$ cat src/rtl/int_alu_pkg.sv
package int_alu_pkg;

  localparam int OP_W = 6;
  localparam int FN_W = 11;

  localparam logic [OP_W-1:0] OPC_CMP   = 6'b000101;
  localparam logic [OP_W-1:0] OPC_EXT   = 6'b100100;
  localparam logic [OP_W-1:0] LOGIC_MSK = 6'b110100;
  localparam logic [OP_W-1:0] LOGIC_VAL = 6'b100000;

  localparam logic [FN_W-1:0] FN_CMP_S  = 11'h001;
  localparam logic [FN_W-1:0] FN_CMP_U  = 11'h003;
  localparam logic [FN_W-1:0] FN_SH_AR  = 11'h001;
  localparam logic [FN_W-1:0] FN_SH_CY  = 11'h021;
  localparam logic [FN_W-1:0] FN_SH_LO  = 11'h041;
  localparam logic [FN_W-1:0] FN_SX_B   = 11'h060;
  localparam logic [FN_W-1:0] FN_SX_H   = 11'h061;

  typedef enum logic [2:0] {
    SEL_ZERO,
    SEL_ARITH,
    SEL_LOGIC,
    SEL_SHIFT,
    SEL_SEXT
  } resSel_e;

  typedef enum logic [1:0] {
    TOP_ZERO,
    TOP_SIGN,
    TOP_CARRY
  } shTop_e;

  typedef struct packed {
    resSel_e    resSel;
    logic       invA;
    logic       useCarry;
    logic       cinConst;
    logic       cmpEn;
    logic       cmpSigned;
    logic [1:0] logicOp;
    shTop_e     shTop;
    logic       sextHalf;
    logic       carryWe;
  } aluCtl_t;

endpackage

$ cat src/rtl/int_alu_ctrl.sv
module int_alu_ctrl
  import int_alu_pkg::*;
(
  input  logic [OP_W-1:0] opcode,
  input  logic [FN_W-1:0] func,
  output aluCtl_t         ctl
);

  logic isArith;
  logic isCmp;
  logic isLogic;

  assign isArith = (opcode[5:4] == 2'b00);
  assign isCmp   = (opcode == OPC_CMP) && ((func == FN_CMP_S) || (func == FN_CMP_U));
  assign isLogic = ((opcode & LOGIC_MSK) == LOGIC_VAL);

  always_comb begin
    ctl           = '0;
    ctl.resSel    = SEL_ZERO;
    ctl.shTop     = TOP_ZERO;
    if (isArith) begin
      ctl.resSel   = SEL_ARITH;
      ctl.invA     = opcode[0];
      ctl.cinConst = opcode[0];
      if (isCmp) begin
        ctl.cmpEn     = 1'b1;
        ctl.cmpSigned = (func == FN_CMP_S);
      end else begin
        ctl.useCarry = opcode[1];
        ctl.carryWe  = ~opcode[2];
      end
    end else if (isLogic) begin
      ctl.resSel  = SEL_LOGIC;
      ctl.logicOp = opcode[1:0];
    end else if (opcode == OPC_EXT) begin
      unique case (func)
        FN_SH_AR: begin
          ctl.resSel  = SEL_SHIFT;
          ctl.shTop   = TOP_SIGN;
          ctl.carryWe = 1'b1;
        end
        FN_SH_CY: begin
          ctl.resSel  = SEL_SHIFT;
          ctl.shTop   = TOP_CARRY;
          ctl.carryWe = 1'b1;
        end
        FN_SH_LO: begin
          ctl.resSel  = SEL_SHIFT;
          ctl.shTop   = TOP_ZERO;
          ctl.carryWe = 1'b1;
        end
        FN_SX_B: begin
          ctl.resSel   = SEL_SEXT;
          ctl.sextHalf = 1'b0;
        end
        FN_SX_H: begin
          ctl.resSel   = SEL_SEXT;
          ctl.sextHalf = 1'b1;
        end
        default: ctl.resSel = SEL_ZERO;
      endcase
    end
  end

endmodule

$ cat src/rtl/int_alu_dp.sv
module int_alu_dp
  import int_alu_pkg::*;
#(
  parameter int W = 32
) (
  input  aluCtl_t        ctl,
  input  logic [W-1:0]   opA,
  input  logic [W-1:0]   opB,
  input  logic           carryIn,
  output logic [W-1:0]   resVal,
  output logic           carryNext
);

  localparam int BYTE_W = 8;
  localparam int HALF_W = 16;

  logic [W-1:0] aOp;
  logic         cin;
  logic [W:0]   sum;
  logic         cmpGt;
  logic         topBit;
  logic [W-1:0] arithVal;
  logic [W-1:0] logicVal;
  logic [W-1:0] shiftVal;
  logic [W-1:0] sextVal;

  assign aOp = ctl.invA ? ~opA : opA;
  assign cin = ctl.useCarry ? carryIn : ctl.cinConst;
  assign sum = {1'b0, aOp} + {1'b0, opB} + {{W{1'b0}}, cin};

  // carry set means B >= A unsigned; a sign mismatch flips the order
  assign cmpGt = ~sum[W] ^ (ctl.cmpSigned & (opA[W-1] ^ opB[W-1]));

  assign arithVal = ctl.cmpEn ? {cmpGt, sum[W-2:0]} : sum[W-1:0];

  always_comb begin
    unique case (ctl.logicOp)
      2'd0:    logicVal = opA | opB;
      2'd1:    logicVal = opA & opB;
      2'd2:    logicVal = opA ^ opB;
      default: logicVal = opA & ~opB;
    endcase
  end

  always_comb begin
    unique case (ctl.shTop)
      TOP_SIGN:  topBit = opA[W-1];
      TOP_CARRY: topBit = carryIn;
      default:   topBit = 1'b0;
    endcase
  end

  assign shiftVal = {topBit, opA[W-1:1]};

  assign sextVal = ctl.sextHalf
                 ? {{(W-HALF_W){opA[HALF_W-1]}}, opA[HALF_W-1:0]}
                 : {{(W-BYTE_W){opA[BYTE_W-1]}}, opA[BYTE_W-1:0]};

  always_comb begin
    unique case (ctl.resSel)
      SEL_ARITH: resVal = arithVal;
      SEL_LOGIC: resVal = logicVal;
      SEL_SHIFT: resVal = shiftVal;
      SEL_SEXT:  resVal = sextVal;
      default:   resVal = '0;
    endcase
  end

  always_comb begin
    if (!ctl.carryWe)                  carryNext = carryIn;
    else if (ctl.resSel == SEL_SHIFT)  carryNext = opA[0];
    else                               carryNext = sum[W];
  end

endmodule

$ cat src/rtl/int_alu.sv
module int_alu
  import int_alu_pkg::*;
#(
  parameter int W       = 32,
  parameter bit REG_OUT = 1'b1
) (
  input  logic            clk,
  input  logic            rstN,
  input  logic [OP_W-1:0] opcode,
  input  logic [FN_W-1:0] func,
  input  logic [W-1:0]    opA,
  input  logic [W-1:0]    opB,
  input  logic            carryIn,
  output logic [W-1:0]    result,
  output logic            carryOut,
  output logic            carryWe
);

  aluCtl_t      ctl;
  logic [W-1:0] nextResult;
  logic         nextCarry;

  int_alu_ctrl u_ctrl (
    .opcode (opcode),
    .func   (func),
    .ctl    (ctl)
  );

  int_alu_dp #(.W(W)) u_dp (
    .ctl       (ctl),
    .opA       (opA),
    .opB       (opB),
    .carryIn   (carryIn),
    .resVal    (nextResult),
    .carryNext (nextCarry)
  );

  generate
    if (REG_OUT) begin : g_reg
      always_ff @(posedge clk or negedge rstN) begin
        if (!rstN) begin
          result   <= '0;
          carryOut <= 1'b0;
          carryWe  <= 1'b0;
        end else begin
          result   <= nextResult;
          carryOut <= nextCarry;
          carryWe  <= ctl.carryWe;
        end
      end
    end else begin : g_comb
      assign result   = rstN ? nextResult : '0;
      assign carryOut = rstN & nextCarry;
      assign carryWe  = rstN & ctl.carryWe;
    end
  endgenerate

endmodule

$ cat config.mk
export PLATFORM = sky130hd
export DESIGN_NAME = int_alu
export DESIGN_NICKNAME = d
export VERILOG_FILES = /design/src/rtl/int_alu_pkg.sv /design/src/rtl/int_alu_ctrl.sv /design/src/rtl/int_alu_dp.sv /design/src/rtl/int_alu.sv
export SDC_FILE = /design/constraint.sdc
export NUM_CORES = 1
export LEC_CHECK = 0
export ABC_AREA = 1
export BUFFER_PORTS_ARGS = -buffer_cell sky130_fd_sc_hd__buf_2
export CORE_MARGIN = 5
export CORE_UTILIZATION = 46
export CTS_CLUSTER_DIAMETER = 100
export DETAILED_ROUTE_END_ITERATION = 10
export GPL_TIMING_DRIVEN = 0
export HOLD_SLACK_MARGIN = 0.1
export PLACE_DENSITY = 0.68
export SLEW_MARGIN = 20
export SYNTH_ARGS = -nofsm -noshare
export SYNTH_HDL_FRONTEND = slang
export SYNTH_SLANG_ARGS = --single-unit
$ cat constraint.sdc
create_clock -name clk -period 0.8 [get_ports clk]
set_input_delay 0.16 -clock clk [delete_from_list [all_inputs] [get_ports clk]]
set_output_delay 0.16 -clock clk [all_outputs]
set_load 0.02 [all_outputs]
==> After elaboration in Yosys (flattened, before gate mapping) <==
Index checks and enable logic that the tools add are counted.
{ "op_classes": {"n_addsub": 2, "bitwise": 11, "reduce_logical": 6, "mux": 25, "eq_ne": 17} }
{ "op_table": {"columns": ["op", "n"], "rows": [
  ["32-bit one-hot mux with 4 select lines", 1],
  ["32-bit two-way mux", 3],
  ["32-bit one-hot mux with 3 select lines", 1],
  ["32-bit bitwise AND", 2],
  ["32-bit inverter", 2],
  ["32-bit by 32-bit adder with 33-bit output", 1],
  ["33-bit by 1-bit adder with 33-bit output", 1],
  ["11-bit by 7-bit == test with 1-bit output (second input constant)", 3],
  ["32-bit OR", 1],
  ["32-bit bitwise XOR", 1],
  ["11-bit by 1-bit == test with 1-bit output (second input constant)", 1],
  ["11-bit by 2-bit == test with 1-bit output (second input constant)", 1],
  ["11-bit by 6-bit == test with 1-bit output (second input constant)", 1],
  ["5-bit two-way mux", 2],
  ["3-bit two-way mux", 3],
  ["1-bit two-way mux", 8],
  ["4-bit two-way mux", 2],
  ["3-bit by 2-bit == test with 1-bit output (second input constant)", 2],
  ["3-bit == test (second input constant)", 2],
  ["6-bit by 3-bit == test with 1-bit output (second input constant)", 1],
  ["6-bit == test (second input constant)", 1],
  ["3-bit one-hot mux with 2 select lines", 1],
  ["2-bit by 1-bit == test with 1-bit output (second input constant)", 2],
  ["2-bit == test (second input constant)", 2],
  ["other kinds (12)", 16]
]} }
{ "word_totals": {"inputBits": 84, "ff_bits": 34, "word_cells": 64} }

==> Logic depth before layout (Yosys ltp) <==
Gate-level depths: netlist of run 1.
{ "logic_depth": {"depth_word": 12, "depth_mapped": 18} }

==> By module <==
A second synthesis of run 1 with hierarchy kept.
{ "hier_totals": {"hier_cells": 969, "hier_area_um2": 5858.1} }
{ "by_module_without_submodules": {"columns": ["mod", "n_inst", "area_per_inst_um2", "seq_area_each_um2", "cells_per_inst"], "rows": [
  ["int_alu_dp", 1, 4742.0, 0.0, 883],
  ["int_alu", 1, 850.8, 850.8, 34],
  ["int_alu_ctrl", 1, 265.3, 0.0, 52]
]} }

==> Least setup slack after synthesis of run 1 <==
OpenSTA, ideal clock, no wires.
{ "synth_timing": {"kind": "input port to flip-flop", "startpoint": "in opcode[4]", "endpoint": "reg result[14]", "path_slack_ns": -2.013, "arrival_ns": 2.692, "path_stages": 16, "setup_ns": 0.121, "n_path_buf": 1, "cell_sequence": "nor2_2 nand2_1 buf_2 xor2_1 fa_1 fa_1 nand2_1 nand2_1 and2_1 nand3_1 nand2_1 nand3_1 nand2_1 or2_1 nand3_1 nand2_1"} }
{ "synth_via": {"elab_chain_len": 8, "word_cells_on_any_way": 29} }
{ "synth_rtl": {"columns": ["element", "line", "rtl"], "rows": [
  ["start, declared", "int_alu.sv:9", "input logic [OP_W-1:0] opcode,"],
  ["branches (longest 7 deep; another with 32-bit by 32-bit adder with 33-bit output)", null, null],
  ["32-bit one-hot mux with 4 select lines *", "int_alu_dp.sv:60", "unique case (ctl.resSel)"],
  ["named net nextResult[14]", "int_alu.sv:20", "logic [W-1:0] nextResult;"],
  ["end signal, assigned", "int_alu.sv:46", "result <= nextResult;"],
  ["end, declared", "int_alu.sv:14", "output logic [W-1:0] result,"]
]} }
Mark *: on every way through the listed nets, which the timed path passes.

==> Final worst setup path of run 1 <==
{ "layout_timing": {"startpoint": "in opcode[4]", "endpoint": "reg result[15]"} }
The elaborated chain is that of the path after synthesis.

==> impl_metrics.yaml, run 1 <==
floorplanning:
  rows: 41
  start_util_pct: 47.0
  dieHeight_um: 124
  dieArea_mm2: 0.0153
  io_pins: 118
  coreArea_mm2: 0.0126
  die_x_um: 124
cts:
  tritoncts: "built"
  clockBufferDepth: 2
  cts_buffers: 5
  clk_pin_slew_ps: 70
  root_buffer: "clkbuf_16"
  htree_levels: 2
  cts_sinks: 34
yosys:
  synth_top_family_by_area: "simple AND/OR/NAND/NOR gates"
  synth-compound-area-share_pct: 23.8
  yosysSeqAreaShare_pct: 14.4
  synth_cell_types: 44
  synth_top_area_cell: "nand2_1"
  synth_area_per_cell_um2: 6.05
  synth.area.mux_share_pct: 0
  yosys.area_share.simple_pct: 30.5
  synth_xor_area_share_pct: 4.88
  syn_inst: 980
  syn-cell-area_mm2: 0.00593
  synth-seq-cells: 34
  yosys_warnings: 0
  synth-adder-area-share_pct: 14.4
  syn_nets: 1131
  synth_top_area_share_pct: 15.1
  ys_async_sr_fraction_pct: 100
  synth_edf_count: 0
  synth_area_leaders: "nand2_1, dfrtp_1, ha_1"
  ys.flop_type: "dfrtp_1"
critical_path:
  crit_type: "input port to register"
  slowest_stage: "ha_1"
  max_stage_delay_ps: 340
  cp.arrival_ps: 2600
  critPathLaunchType: "input port"
  cp.depth: 18
  cp-end-kind: "register"
  crit_fanout: 6
  cpLargestDelayFamily: "simple AND/OR/NAND/NOR gates"
  crit_chain: "buf_8, nor2_4, nand2_4, buf_12, buf_6, buf_6, xor2_1, ha_1, nand2_1, inv_2, nand2_2, nand2_4, a21oi_4, nand2_2, buf_4, or2_4, nand3_2, nand4_1"
  path_buf_inv: 6
  cp.required_ps: 960
timing:
  hold_viol: 12
  worst_pin_slew_ps: 900
  rsz0062_at_grt: "true"
  timing.fmax_mhz: 410
  maxSlewViolCount: 0
  holdWs_ps: -35.6
  max-slew-margin-rel_pct: 40.0
  min_period_over_period_pct: 305
  timing.final.ws_setup_ps: -1640
  setup_viol: 68
  min_period_ps: 2440
  tns_ps: -52040
grt:
  grt_start_max_net_pins: 35
  gr-total-overflow: 0
  grt_usage_pct: 30.1
  grt_pass1_vias: 6904
  grt_pass1_wl_um: 35600
  antenna_found_initial: 0
place:
  dp_hpwl_um: 17500
  port_buffers: 117
  gp_congestion: 0.983
routing:
  drcViolationCount: 0
  vias: 7437
  final_antenna_net_count: 0
  wl_um: 23600
  drt_iter0_markers: 653
  via_per_inst: 5.65
  first_pass_iters: 5
  drt-wirelength-per-cell_um: 18.0
cells_and_area:
  syn2layout_area_growth_pct: 41.4
  diodes: 0
  utilization_pct: 66.4
  finalNetCount: 1294
  drive_above_1_share_pct: 33.0
power_and_ir_drop:
  power_frac_clock_pct: 23.0
  power_uw: 10300
  p_sw_share_pct: 44.7
  power_density_mw_per_mm2: 1230
  power_frac_seq_pct: 19.4
  p_sw_uw: 4600
  p_leak_uw: 0.00421
  combPwrFrac_pct: 57.6
  peakVddDrop_mv: 0.770
  internal-power_uw: 5690
hold_path:
  worstHoldPathType: "input port to asynchronous set/reset pin"
job:
  cap_violations: 0
status:
  status: "finished, violations left"
  violations: "hold timing, setup timing"
stage by stage:
step,area [um^2],std cells,setup slack (ps)
after floorplan,6010,980,-1680
after global placement,6810,1269,-2430
after detailed placement,6810,1269,-2410
after CTS,7720,1302,-1600
after global routing,8380,1316,-1710
final,8380,1316,-1640
power by group through the flow:
stage	clock network (uW)	logic [uW]	registers (uW)
final	2370	5930	1990
after global routing	2390	6430	2010
after CTS	2330	5030	1990
after detailed placement	0	4270	1970
after global placement	0	4250	1970
after floorplan	0	2690	2230
cells in the final DEF (no fill, tap or decap), drive strengths merged, types with 15 or more instances in the layout:
cell	instances
nor2	84
clkbuf	17
xor2	33
ha	65
inv	144
nand3	53
nand2	240
o21ai	79
a21oi	117
dfrtp	34
buf	179
o211ai	27
nand4	15
cell families (layout without fill, tap and decap cells):
logic type	count (synthesis)	in the layout
flip-flops	34	34
buffers and inverters	176	340
XOR/XNOR	33	33
AND/OR/NAND/NOR	420	420
AO/OA/AOI/OAI	250	250
adder cells (fa/ha/maj)	67	67
cell type report:
cell class	instances	area, um^2
inverter	144	543
fill	1171	4240
multi-input combinational	770	5230
clock buffer	8	166
tap	172	215
timing repair buffer	157	1160
sequential	34	851
buffer	31	220
cell usage after synthesis, types with 4 or more instances:
cell type / n
nand3b_1: 5
buf_4: 4
o21ai_1: 19
xor2_1: 33
o211ai_1: 27
clkbuf_1: 11
a21oi_1: 116
nand4_1: 14
buf_2: 12
o21bai_1: 11
inv_1: 137
nor2_1: 79
ha_1: 65
or2_2: 5
nor3_1: 6
nor4_1: 6
dfrtp_1: 34
o21ai_0: 60
nand2_1: 238
a21o_1: 4
nand3_1: 52
inv_2: 7
metal layers:
metal	part of all wire, %	wire, um	vias up	global-route usage (%)
met5	0	0	-	0
met4	3.9	930	0	11.6
met3	9.5	2250	73	5.22
met2	44	10500	382	46.9
met1	42	9980	3410	41.3
li1	-	-	3572	-
path summary, 6_finish.rpt:
check                           from         end  slack [ps]
min in group clk             opA[16]  result[15]         100
hold / removal                  rstN   result[1]         -40
max in group asynchronous       rstN  result[24]         230
setup / recovery           opcode[4]  result[15]       -1640
repair_timing:
item / in CTS / in global routing
hold endpoints to repair: 34 / 34
pin swaps: 38 / 63
gates resized for setup: 157 / 142
buffers inserted: 26 / 15
setup endpoints to repair: 68 / 68
sequential cells by signal (all words and copies together), names as in the netlist:
signal	count
result	32
carryOut	1
carryWe	1
(Power assumes the default switching activity.)
==> inputs of run 2 (changes only) <==
--- a/config.mk
+++ b/config.mk
@@ -8,12 +8,13 @@
 export ABC_AREA = 1
 export BUFFER_PORTS_ARGS = -buffer_cell sky130_fd_sc_hd__buf_2
 export CORE_MARGIN = 5
-export CORE_UTILIZATION = 46
+export CORE_UTILIZATION = 48
 export CTS_CLUSTER_DIAMETER = 100
 export DETAILED_ROUTE_END_ITERATION = 10
 export GPL_TIMING_DRIVEN = 0
 export HOLD_SLACK_MARGIN = 0.1
-export PLACE_DENSITY = 0.68
+export PLACE_DENSITY = 0.7
+export SKIP_LAST_GASP = 1
 export SLEW_MARGIN = 20
 export SYNTH_ARGS = -nofsm -noshare
 export SYNTH_HDL_FRONTEND = slang
==> run 2 against run 1 <==
Against the previous run: the flow still finishes with violations (hold timing, setup timing); clock power is 14% higher; non-clock buffer count up 15; maximum frequency shrank 1.5%; final cell count up 0.84%; first-iteration DRC count rose by 11%; sequential cell count is the same; sequential share of layout area shrank 0.11 points; power rose by 3.8%; design area increased by 1.1%; critical path type unchanged; critical endpoint is now result[14]; largest cell class unchanged; highest routed layer unchanged.
==> impl_metrics.yaml, run 2 (same netlist as run 1, synthesis figures left out) <==
status:
  status: "finished, violations left"
  violations: "hold timing, setup timing"
timing:
  hold_viol: 22
  timing.final.ws_setup_ps: -1680
  holdWs_ps: -26.7
  setup_viol: 68
  rsz0062_at_grt: "true"
  maxSlewViolCount: 0
  min_period_over_period_pct: 310
  max-slew-margin-rel_pct: 41.3
  min_period_ps: 2480
  timing.fmax_mhz: 403
  worst_pin_slew_ps: 880
floorplanning:
  coreArea_mm2: 0.0121
  rows: 40
  dieHeight_um: 121
  start_util_pct: 49.1
  die_x_um: 121
  dieArea_mm2: 0.0147
  io_pins: 118
cells_and_area:
  finalNetCount: 1309
  syn2layout_area_growth_pct: 43.0
  top_regs: "result: 32 flops, carryOut: 1 flops, carryWe: 1 flops"
  final_common_cell: "nand2_1"
  max_flop_register: "result"
  final_cell_mix: "nand2_1, inv_1, a21oi_1, buf_2, nor2_1"
  largest_reg_flops: 32
  drive_above_1_share_pct: 32.3
  diodes: 0
critical_path:
  cp.arrival_ps: 2640
  endpoint: "result[14]"
  crit_path_start: "opcode[4]"
  cp.required_ps: 960
  crit_type: "input port to register"
  crit_fanout: 4
  cp-end-kind: "register"
  critPathLaunchType: "input port"
routing:
  via_per_inst: 5.75
  drt-wirelength-per-cell_um: 18.6
  wl_met2_um: 10900
  drcViolationCount: 0
  vias: 7635
  drt-met1-wl_um: 10500
  wl_met3_um: 2400
  wl_um: 24700
  final_antenna_net_count: 0
  routed.top_layer: "met4"
  first_pass_iters: 5
  drt_iter0_markers: 724
place:
  port_buffers: 117
  dp_hpwl_um: 17900
  place_ws_ps: -2460
  gp_congestion: 1.01
cts:
  cts_sinks: 34
  tritoncts: "built"
  clockBufferDepth: 2
  root_buffer: "clkbuf_16"
  clk_pin_slew_ps: 70
  cts_buffers: 5
  htree_levels: 2
grt:
  grt_usage_pct: 31.4
  grt_start_max_net_pins: 35
  grt_pass1_vias: 6829
  antenna_found_initial: 0
  gr-total-overflow: 0
  grt_pass1_wl_um: 36300
hold_path:
  worstHoldPathType: "input port to asynchronous set/reset pin"
job:
  cap_violations: 0
power_and_ir_drop:
  p_leak_uw: 0.00425
  peakVddDrop_mv: 0.819
  power_density_mw_per_mm2: 1260
  power_uw: 10700
[run 2: cell count changes in the layout (fill, tap and decap cells not counted), sizes merged]
cell and change:
clkbuf -1, buf +13, clkinv +1, bufinv +2
[run 2: area by class of cell]
| type | count | area (um^2) |
|---|---|---|
| multi-input combinational | 770 | 5130 |
| clock buffer | 5 | 125 |
| inverter | 144 | 541 |
| sequential | 34 | 851 |
| timing repair buffer | 172 | 1310 |
| buffer | 31 | 231 |
| clock inverter | 3 | 68.8 |
| fill | 1051 | 3590 |
| tap | 168 | 210 |
[run 2: how the worst min path moves through the flow]
| stage | startpoint | endpoint |
|---|---|---|
| floorplan | rstN | carryOut |
| global placement | rstN | result[3] |
| detailed placement | rstN | result[3] |
| CTS | rstN | result[31] |
| global route | rstN | result[31] |
| finish | rstN | result[31] |
[run 2: what timing repair did]
action	CTS	global route
pin swaps	33	42
endpoints found under the hold margin	35	34
gates resized for setup	162	125
endpoints found under the setup margin	68	68
setup buffers	29	28
cloned	0	0
[run 2: critical path, cell delays in order]
cell     delay, ps
buf_8          100
nor2_4         150
buf_12         120
nand2_8         70
buf_12         140
xor2_4         150
fa_2           380
fa_2           360
nand2_2         90
nand2_4         70
and2_4         150
nand3_2         60
nand2_2         70
nand3_2         90
nand2_4         70
or2_1          240
nand3_2         80
nand2_2         90
[run 2: stage by stage]
step	area, um^2	util (%)	hold WS (ps)	instances	TNS (ps)
detailed placement	6810	56.5	309	1265	-69050
global route	8470	70.3	28.1	1327	-59360
global placement	6810	56.5	311	1265	-70220
finish	8470	70.3	-26.7	1327	-56270
CTS	7800	64.6	-3.92	1301	-52140
floorplan	6010	-	-136	980	-44290
[run 2: per-layer routing]
metal / global-route usage, % / up-vias
met5: 0 / -
met4: 8.71 / 0
met3: 4.43 / 66
met2: 49.5 / 426
met1: 44.7 / 3523
li1: - / 3620
[run 2: power by group]
part	leakage (uW)	total (uW)	switching, uW	internal (uW)
clock	0.0000940	2710	916	1790
sequential	0.000443	1990	88.0	1900
combinational	0.00372	5980	3550	2430
